**config.mk**
```make
export PLATFORM = sky130hd
export DESIGN_NAME = aud_buf_core
export DESIGN_NICKNAME = d
export VERILOG_FILES = /design/src/rtl/aud_buf_pkg.sv /design/src/rtl/aud_buf_sync.sv /design/src/rtl/aud_buf_fifo.sv /design/src/rtl/aud_buf_core.sv
export SDC_FILE = /design/constraint.sdc
export NUM_CORES = 1
export LEC_CHECK = 0
export BUFFER_PORTS_ARGS = -buffer_cell sky130_fd_sc_hd__buf_4
export CAP_MARGIN = 20
export CELL_PAD_IN_SITES_DETAIL_PLACEMENT = 0
export CELL_PAD_IN_SITES_GLOBAL_PLACEMENT = 1
export CORE_AREA = 3 3 226 228
export CTS_CLUSTER_SIZE = 30
export DETAILED_ROUTE_END_ITERATION = 10
export DIE_AREA = 0 0 229 231
export PLACE_DENSITY_LB_ADDON = 0.2
export SYNTH_ARGS = -nofsm -noshare
export SYNTH_HDL_FRONTEND = slang
export SYNTH_SLANG_ARGS = --single-unit
export TNS_END_PERCENT = 5
```
**constraint.sdc**
```tcl
create_clock -name clk -period 5.2 [get_ports clk]
set_clock_uncertainty 0.05 [all_clocks]
set_input_delay 0.78 -clock clk [delete_from_list [all_inputs] [get_ports clk]]
set_output_delay 0.78 -clock clk [all_outputs]
set_load 0.1 [all_outputs]
```
**src/rtl/aud_buf_pkg.sv**
```systemverilog
package aud_buf_pkg;
  localparam int OFS_W = 8;
  localparam logic [OFS_W-1:0] OFS_RX_DATA = 8'h00;
  localparam logic [OFS_W-1:0] OFS_TX_DATA = 8'h0A;
  localparam logic [OFS_W-1:0] OFS_RX_STAT = 8'h18;
  localparam logic [OFS_W-1:0] OFS_TX_STAT = 8'h1A;
  localparam int BIT_EMPTY = 0;
  localparam int BIT_FULL  = 1;
  localparam int BIT_LEVEL = 2;
  localparam int BIT_ERR   = 3;
endpackage

```
**src/rtl/aud_buf_sync.sv**
```systemverilog
module aud_buf_sync #(
  parameter int STAGES = 2
) (
  input  logic clk,
  input  logic rst,
  input  logic d_async,
  output logic q_sync
);
  logic [STAGES-1:0] chain;

  generate
    if (STAGES == 1) begin : g_one
      always_ff @(posedge clk) begin
        if (rst) chain <= '0;
        else     chain <= d_async;
      end
    end else begin : g_many
      always_ff @(posedge clk) begin
        if (rst) chain <= '0;
        else     chain <= {chain[STAGES-2:0], d_async};
      end
    end
  endgenerate

  assign q_sync = chain[STAGES-1];
endmodule

```
**src/rtl/aud_buf_fifo.sv**
```systemverilog
module aud_buf_fifo #(
  parameter int DW    = 16,
  parameter int DEPTH = 8
) (
  input  logic                         clk,
  input  logic                         rst,
  input  logic                         push,
  input  logic [DW-1:0]                wdata,
  input  logic                         pop,
  output logic [DW-1:0]                head,
  output logic [$clog2(DEPTH+1)-1:0]   count
);
  localparam int PW = (DEPTH > 1) ? $clog2(DEPTH) : 1;
  localparam int CW = $clog2(DEPTH+1);
  localparam logic [CW-1:0] FULL_CNT = CW'(DEPTH);
  localparam logic [PW-1:0] LAST_PTR = PW'(DEPTH-1);

  logic [DW-1:0] mem [DEPTH];
  logic [PW-1:0] wr_ptr, rd_ptr;
  logic          push_ok, pop_ok;

  assign push_ok = push && (count != FULL_CNT);
  assign pop_ok  = pop  && (count != '0);

  always_ff @(posedge clk) begin
    if (push_ok) mem[wr_ptr] <= wdata;
  end

  always_ff @(posedge clk) begin
    if (rst) begin
      wr_ptr <= '0;
      rd_ptr <= '0;
      count  <= '0;
    end else begin
      if (push_ok) wr_ptr <= (wr_ptr == LAST_PTR) ? '0 : wr_ptr + 1'b1;
      if (pop_ok)  rd_ptr <= (rd_ptr == LAST_PTR) ? '0 : rd_ptr + 1'b1;
      case ({push_ok, pop_ok})
        2'b10:   count <= count + 1'b1;
        2'b01:   count <= count - 1'b1;
        default: count <= count;
      endcase
    end
  end

  assign head = mem[rd_ptr];

  // the queue never holds more than its depth
  p_no_overflow_r2: assert property (@(posedge clk) disable iff (rst)
    count <= FULL_CNT);

  // a refused push leaves the count unchanged when no pop happens
  p_full_holds_r2: assert property (@(posedge clk) disable iff (rst)
    (count == FULL_CNT && !pop) |=> count == FULL_CNT);
endmodule

```
**src/rtl/aud_buf_core.sv**
```systemverilog
module aud_buf_core
  import aud_buf_pkg::*;
#(
  parameter int DW      = 16,
  parameter int DEPTH   = 8,
  parameter int AF_LVL  = 6,
  parameter int AE_LVL  = 2,
  parameter int SYNC_N  = 2
) (
  input  logic             clk,
  input  logic             rst,
  input  logic             freeze_in,
  input  logic [OFS_W-1:0] bus_addr,
  input  logic             bus_rd,
  input  logic             bus_wr,
  input  logic [DW-1:0]    bus_wdata,
  output logic [DW-1:0]    bus_rdata,
  input  logic             rx_valid,
  input  logic [DW-1:0]    rx_word,
  input  logic             tx_load,
  output logic [DW-1:0]    tx_shift
);
  localparam int CW = $clog2(DEPTH+1);
  localparam logic [CW-1:0] FULL_CNT = CW'(DEPTH);
  localparam logic [CW-1:0] AF_CNT   = CW'(AF_LVL);
  localparam logic [CW-1:0] AE_CNT   = CW'(AE_LVL);

  logic          frz;
  logic [CW-1:0] rx_cnt, tx_cnt;
  logic [DW-1:0] rx_head, tx_head;
  logic          rx_ovf, tx_unf;
  logic          rx_empty, rx_full, rx_af, tx_empty, tx_full, tx_ae;
  logic          rd_rxd, wr_txd, wr_rxs, wr_txs;
  logic          rx_push, rx_pop, tx_push, tx_pop;
  logic          ovf_set, unf_set;
  logic [DW-1:0] rx_stat, tx_stat, rd_mux;

  aud_buf_sync #(.STAGES(SYNC_N)) u_sync (
    .clk(clk), .rst(rst), .d_async(freeze_in), .q_sync(frz)
  );

  assign rd_rxd = bus_rd && (bus_addr == OFS_RX_DATA);
  assign wr_txd = bus_wr && (bus_addr == OFS_TX_DATA);
  assign wr_rxs = bus_wr && (bus_addr == OFS_RX_STAT);
  assign wr_txs = bus_wr && (bus_addr == OFS_TX_STAT);

  assign rx_push = rx_valid && !frz;
  assign rx_pop  = rd_rxd   && !frz;
  assign tx_push = wr_txd   && !frz;
  assign tx_pop  = tx_load  && !frz;

  aud_buf_fifo #(.DW(DW), .DEPTH(DEPTH)) u_rxq (
    .clk(clk), .rst(rst), .push(rx_push), .wdata(rx_word),
    .pop(rx_pop), .head(rx_head), .count(rx_cnt)
  );

  aud_buf_fifo #(.DW(DW), .DEPTH(DEPTH)) u_txq (
    .clk(clk), .rst(rst), .push(tx_push), .wdata(bus_wdata),
    .pop(tx_pop), .head(tx_head), .count(tx_cnt)
  );

  assign rx_empty = (rx_cnt == '0);
  assign rx_full  = (rx_cnt == FULL_CNT);
  assign rx_af    = (rx_cnt >= AF_CNT);
  assign tx_empty = (tx_cnt == '0);
  assign tx_full  = (tx_cnt == FULL_CNT);
  assign tx_ae    = (tx_cnt <= AE_CNT);

  assign ovf_set = rx_push && rx_full;
  assign unf_set = tx_pop && tx_empty;

  always_ff @(posedge clk) begin
    if (rst) begin
      rx_ovf <= 1'b0;
      tx_unf <= 1'b0;
    end else begin
      if (ovf_set)                              rx_ovf <= 1'b1;
      else if (wr_rxs && !frz && bus_wdata[BIT_ERR]) rx_ovf <= 1'b0;
      if (unf_set)                              tx_unf <= 1'b1;
      else if (wr_txs && !frz && bus_wdata[BIT_ERR]) tx_unf <= 1'b0;
    end
  end

  always_ff @(posedge clk) begin
    if (rst)         tx_shift <= '0;
    else if (tx_pop) tx_shift <= tx_empty ? '0 : tx_head;
  end

  always_comb begin
    rx_stat = '0;
    rx_stat[BIT_EMPTY] = rx_empty;
    rx_stat[BIT_FULL]  = rx_full;
    rx_stat[BIT_LEVEL] = rx_af;
    rx_stat[BIT_ERR]   = rx_ovf;
    tx_stat = '0;
    tx_stat[BIT_EMPTY] = tx_empty;
    tx_stat[BIT_FULL]  = tx_full;
    tx_stat[BIT_LEVEL] = tx_ae;
    tx_stat[BIT_ERR]   = tx_unf;
    case (bus_addr)
      OFS_RX_DATA: rd_mux = rx_empty ? '0 : rx_head;
      OFS_RX_STAT: rd_mux = rx_stat;
      OFS_TX_STAT: rd_mux = tx_stat;
      default:     rd_mux = '0;
    endcase
  end

  always_ff @(posedge clk) begin
    if (rst)         bus_rdata <= '0;
    else if (bus_rd) bus_rdata <= rd_mux;
  end

  // frozen state keeps the receive level and overrun bit
  p_frz_rx_hold_r8: assert property (@(posedge clk) disable iff (rst)
    frz |=> ($stable(rx_cnt) && $stable(rx_ovf)));

  // frozen state keeps the transmit level, underrun bit and shift word
  p_frz_tx_hold_r9: assert property (@(posedge clk) disable iff (rst)
    frz |=> ($stable(tx_cnt) && $stable(tx_unf) && $stable(tx_shift)));

  // a word arriving at a full queue raises overrun
  p_overrun_r4: assert property (@(posedge clk) disable iff (rst)
    (rx_valid && !frz && rx_cnt == FULL_CNT) |=> rx_ovf);

  // a load from an empty queue sends zero and raises underrun
  p_underrun_r6: assert property (@(posedge clk) disable iff (rst)
    (tx_load && !frz && tx_cnt == '0) |=> (tx_shift == '0 && tx_unf));

  // tx_shift only moves on an unfrozen load
  p_shift_quiet_r6: assert property (@(posedge clk) disable iff (rst)
    !(tx_load && !frz) |=> $stable(tx_shift));
endmodule

```
==> metrics.md <==
| Metric | Value |
|---|---|
| Hold path depth | 1 |
| Wire length on met1 | 12400 um |
| Critical hold path startpoint | u_sync.chain[0] |
| Number of remaining DRC errors | 0 |
| Initial core utilization | 25.1% |
| Post-synthesis net count | 724 |
| Fraction of final layout cells sized beyond drive strength 1 | 31.8% |
| Max-Cap Viols | 0 |
| Worst slack at placement | 1.78 ns |
| Antenna violations before repair | 0 |
| Setup Total Neg Slack | 0 ns |
| Relative contribution of combinational cells to total power | 2.8% |
| Drt pass-1 iters | 5 |
| Final ANT Viol Nets | 0 |
| Routability congestion estimate | 0.670 |
| Number of top-level pins | 79 |
| Part of the total power dissipated in sequential elements | 51.9% |
| Global route overflow | 0 |
| Power density over the cells | 361 mW/mm^2 |
| DP Wirelength | 16600 um |
| Input/output buffers | 78 |
| Number of hold-repair buffers added at the cts stage | 0 |
| Slew Limit Headroom | 29.5% |
| CTS tree | yes |
| Setup slack on the worst flop-to-flop path | 2.37 ns |
| Area of the multi-input gates | 0.00323 mm^2 |
| Worst setup EP type | register |
| Post-synthesis cell count | 663 |
| Hold WC Path Type | reg -> reg |
| Setup repair after global routing missed its margin | no |
| Average routed wire per standard cell | 18.6 um |
| Number of flops mapped to enable cells by yosys | 256 |
| Actual transition at the worst max-transition pin | 1.06 ns |
| Average footprint of a synthesized cell | 18.5 um^2 |
| Diodes inserted | 0 |
| Clk pin slew, worst setup/hold paths | 0.06 ns |
| Post-route fraction of the period consumed by the critical path | 54.4% |
| Yosys warnings | 0 |
| Wire length of the first global-routing pass | 41500 um |
| Most common flop cell mapped by yosys | sky130_fd_sc_hd__edfxtp_1 |
| Clock root buffer master | sky130_fd_sc_hd__clkbuf_16 |
| Crit-path max FO | 9 |
| Sequential element share of the synthesized area | 72.7% |
| Final count of negative-setup-slack endpoints | 0 |
| Sinks on the clock net | 318 |
| FF+latch count, synth | 318 |
| R2R Path Start | u_rxq.count[1] |
| Die X | 229 um |
| Crit path DAT | 3.24 ns |
| Dominant cell type by area after synthesis | sky130_fd_sc_hd__edfxtp_1 |
| Count of final hold-check violations | 0 |
| Total met2 wirelength after detailed routing | 13100 um |
| Sw Share | 20.3% |
| Number of library cell types mapped by synthesis | 52 |
| Post-layout min period | 2.83 ns |
| Count of final max-slew check failures | 0 |
| Final nets | 830 |
| Bufs on Longest Clock Path | 3 |
| Die area | 0.0529 mm^2 |
| Total clock buffers created by CTS | 36 |
| Required time of the critical path | 5.61 ns |
| H-tree level count | 2 |
| Routed wire length | 27200 um |
| Run status | completed |
| Met3 WL post-DR | 1160 um |
| Power Internal | 0.00427 W |
| Power dissipated by switching net loads | 0.00109 W |
| DRT iter0 DRCs | 266 |
| Post-CTS Setup Bufs | 0 |
| FILL cells | 4892 |
| Crit. Startpoint | u_rxq.count[1] |
| Core area | 0.0491 mm^2 |
| Worst Hold Path EP | u_sync.chain[1] |
| Vias per inst | 4.19 |
| R2R cell count | 10 |
| Clock Power Share | 45.3% |
| Max Fclk | 353 MHz |
| Cell Rows | 81 |
| Die H | 231 um |
| Setup slack of the critical path after layout | 2.37 ns |
| Synth area leaders | sky130_fd_sc_hd__edfxtp_1 63%, sky130_fd_sc_hd__mux4_2 12%, sky130_fd_sc_hd__dfxtp_1 10%, sky130_fd_sc_hd__mux2i_1 3.0%, sky130_fd_sc_hd__ha_1 1.4% |
| Leakage | 4.79 nW |
| Peak supply drop | 0.201 mV |
| Highest layer used for signal routing | met4 |
| Number of global-route vias before repair | 6673 |
| Largest net degree at the start of global routing | 35 |
| R2R Path End | u_rxq.count[2] |
| Total Routing Usage GR | 10.4% |
| Cells resized by post-CTS repair | 0 |
| Area added between synthesis and finish | 20.9% |
| Portion of synthesized cell area occupied by the leading cell type | 62.6% |
| Later-pin clock latency in the skew report | 0.53 ns |
| Count of vias placed by the detailed router | 6111 |
| Cell area after technology mapping | 0.0123 mm^2 |
| Share of flip-flops with an asynchronous set or reset after synthesis | 0% |
| Type of the worst setup path | reg -> reg |
| Storage cell area | 0.00893 mm^2 |
| Kind of start point of the critical path | register |
==> cell usage after synthesis, types with 2 or more instances <==
| cell type | instances |
|---|---|
| sky130_fd_sc_hd__ha_1 | 14 |
| sky130_fd_sc_hd__nor4_1 | 3 |
| sky130_fd_sc_hd__nor2_1 | 30 |
| sky130_fd_sc_hd__mux4_2 | 64 |
| sky130_fd_sc_hd__buf_6 | 3 |
| sky130_fd_sc_hd__inv_1 | 2 |
| sky130_fd_sc_hd__dfxtp_1 | 62 |
| sky130_fd_sc_hd__nor3b_1 | 2 |
| sky130_fd_sc_hd__o2bb2ai_1 | 2 |
| sky130_fd_sc_hd__a311oi_1 | 3 |
| sky130_fd_sc_hd__or3b_1 | 3 |
| sky130_fd_sc_hd__or3_1 | 5 |
| sky130_fd_sc_hd__mux2_2 | 6 |
| sky130_fd_sc_hd__or4b_4 | 2 |
| sky130_fd_sc_hd__buf_2 | 10 |
| sky130_fd_sc_hd__nor2b_1 | 10 |
| sky130_fd_sc_hd__mux2i_1 | 37 |
| sky130_fd_sc_hd__clkbuf_1 | 8 |
| sky130_fd_sc_hd__a21oi_1 | 14 |
| sky130_fd_sc_hd__and3b_1 | 2 |
| sky130_fd_sc_hd__o21ai_2 | 10 |
| sky130_fd_sc_hd__nand2_1 | 41 |
| sky130_fd_sc_hd__nor3_1 | 6 |
| sky130_fd_sc_hd__o21ai_0 | 27 |
| sky130_fd_sc_hd__edfxtp_1 | 256 |
| sky130_fd_sc_hd__buf_4 | 5 |
| sky130_fd_sc_hd__nand2b_1 | 5 |
| sky130_fd_sc_hd__xor2_1 | 6 |
| sky130_fd_sc_hd__nand3b_1 | 2 |
==> layout make-up <==
type / instances / share of cell area, %
clock buffers: 52 / 6.75
clock inverters: 12 / 0.783
inverters: 2 / 0.0505
multi-input cells: 314 / 21.8
flip-flops and latches: 318 / 60.1
well taps: 664 / 5.59
repair buffers: 97 / 4.95
==> layout by cell type (no fill, tap or decap), drive strengths merged, types with 2 or more instances in the layout <==
master     n
buf       97
nand3b     4
nor3       6
o2bb2ai    2
o21ai     37
nor2      30
nand2b     6
clkinv     7
ha        14
or3        5
mux2       6
or3b       3
mux4      64
clkbuf    52
or4b       3
nor3b      2
nand2     41
and3b      2
mux2i     37
dfxtp     62
xor2       6
nand4      2
a311oi     3
edfxtp   256
nor4       4
a21oi     14
nor2b     10
bufinv     2
inv        5
==> metal layers <==
layer / global-route usage (%) / vias up
met1: 13.5 / 3100
met3: 2.31 / 44
met2: 17.5 / 112
met4: 3.20 / 0
li1: - / 2855
met5: 0 / -
==> state kept, by name (all words and copies together), names as in the netlist, 2 cells and up, named ones only <==
register,flops
tx_shift,16
bus_rdata,16
u_rxq.wr_ptr,3
u_txq.mem,128
u_rxq.count,4
u_txq.count,4
u_txq.wr_ptr,3
u_txq.rd_ptr,3
u_sync.chain,2
u_rxq.mem,128
u_rxq.rd_ptr,3
==> per-stage QoR <==
| stage | cells | hold WS [ns] | cell area, um^2 | utilization, % | total power [W] |
|---|---|---|---|---|---|
| after floorplan | 663 | 0.364 | 12300 | - | 0.00291 |
| after global placement | 1393 | 0.369 | 13700 | 28.0 | 0.00299 |
| after detailed placement | 1394 | 0.372 | 13700 | 28.0 | 0.00299 |
| after CTS | 1458 | 0.381 | 14800 | 30.3 | 0.00546 |
| after global routing | 1459 | 0.402 | 14900 | 30.3 | 0.00558 |
| final | 1459 | 0.384 | 14900 | 30.3 | 0.00536 |
==> worst max-delay path by stage <==
| stage | end | cells after the start |
|---|---|---|
| 6_report | u_rxq.count[2] | 10 |
| 5_1_grt | u_txq.count[2] | 9 |
| 4_1_cts | u_txq.mem[5][6] | 5 |
| 3_5_place_dp | u_txq.mem[5][7] | 5 |
| 3_3_place_gp | u_txq.mem[5][6] | 5 |
| 2_1_floorplan | u_txq.mem[1][0] | 4 |
==> logic make-up after synthesis <==
family	after synthesis	share of synthesized area (%)
compound gates	60	2.98
xor+xnor	6	0.428
mux	107	15.3
simple gates	127	5.69
buf+inv	31	1.53
fa+ha+maj	14	1.43
flops	318	72.7
==> power groups by stage <==
stage                     Clock [W]  Sequential (W)  Combinational, W
after floorplan                   0         0.00285         0.0000593
after global placement            0         0.00284          0.000155
after detailed placement          0         0.00284          0.000156
after CTS                   0.00252         0.00278          0.000156
after global routing        0.00263         0.00279          0.000167
final                       0.00243         0.00278          0.000151
==> critical path, cell delays in order (launching register included) <==
cell,delay (ns)
sky130_fd_sc_hd__dfxtp_1,0.40
sky130_fd_sc_hd__or4_4,0.57
sky130_fd_sc_hd__and3_1,0.27
sky130_fd_sc_hd__and2_1,0.20
sky130_fd_sc_hd__ha_1,0.27
sky130_fd_sc_hd__xor2_1,0.16
sky130_fd_sc_hd__ha_1,0.19
sky130_fd_sc_hd__a21oi_1,0.14
sky130_fd_sc_hd__xor2_1,0.09
sky130_fd_sc_hd__or3_1,0.31
sky130_fd_sc_hd__a21oi_1,0.13
(Power assumes the default switching activity.)
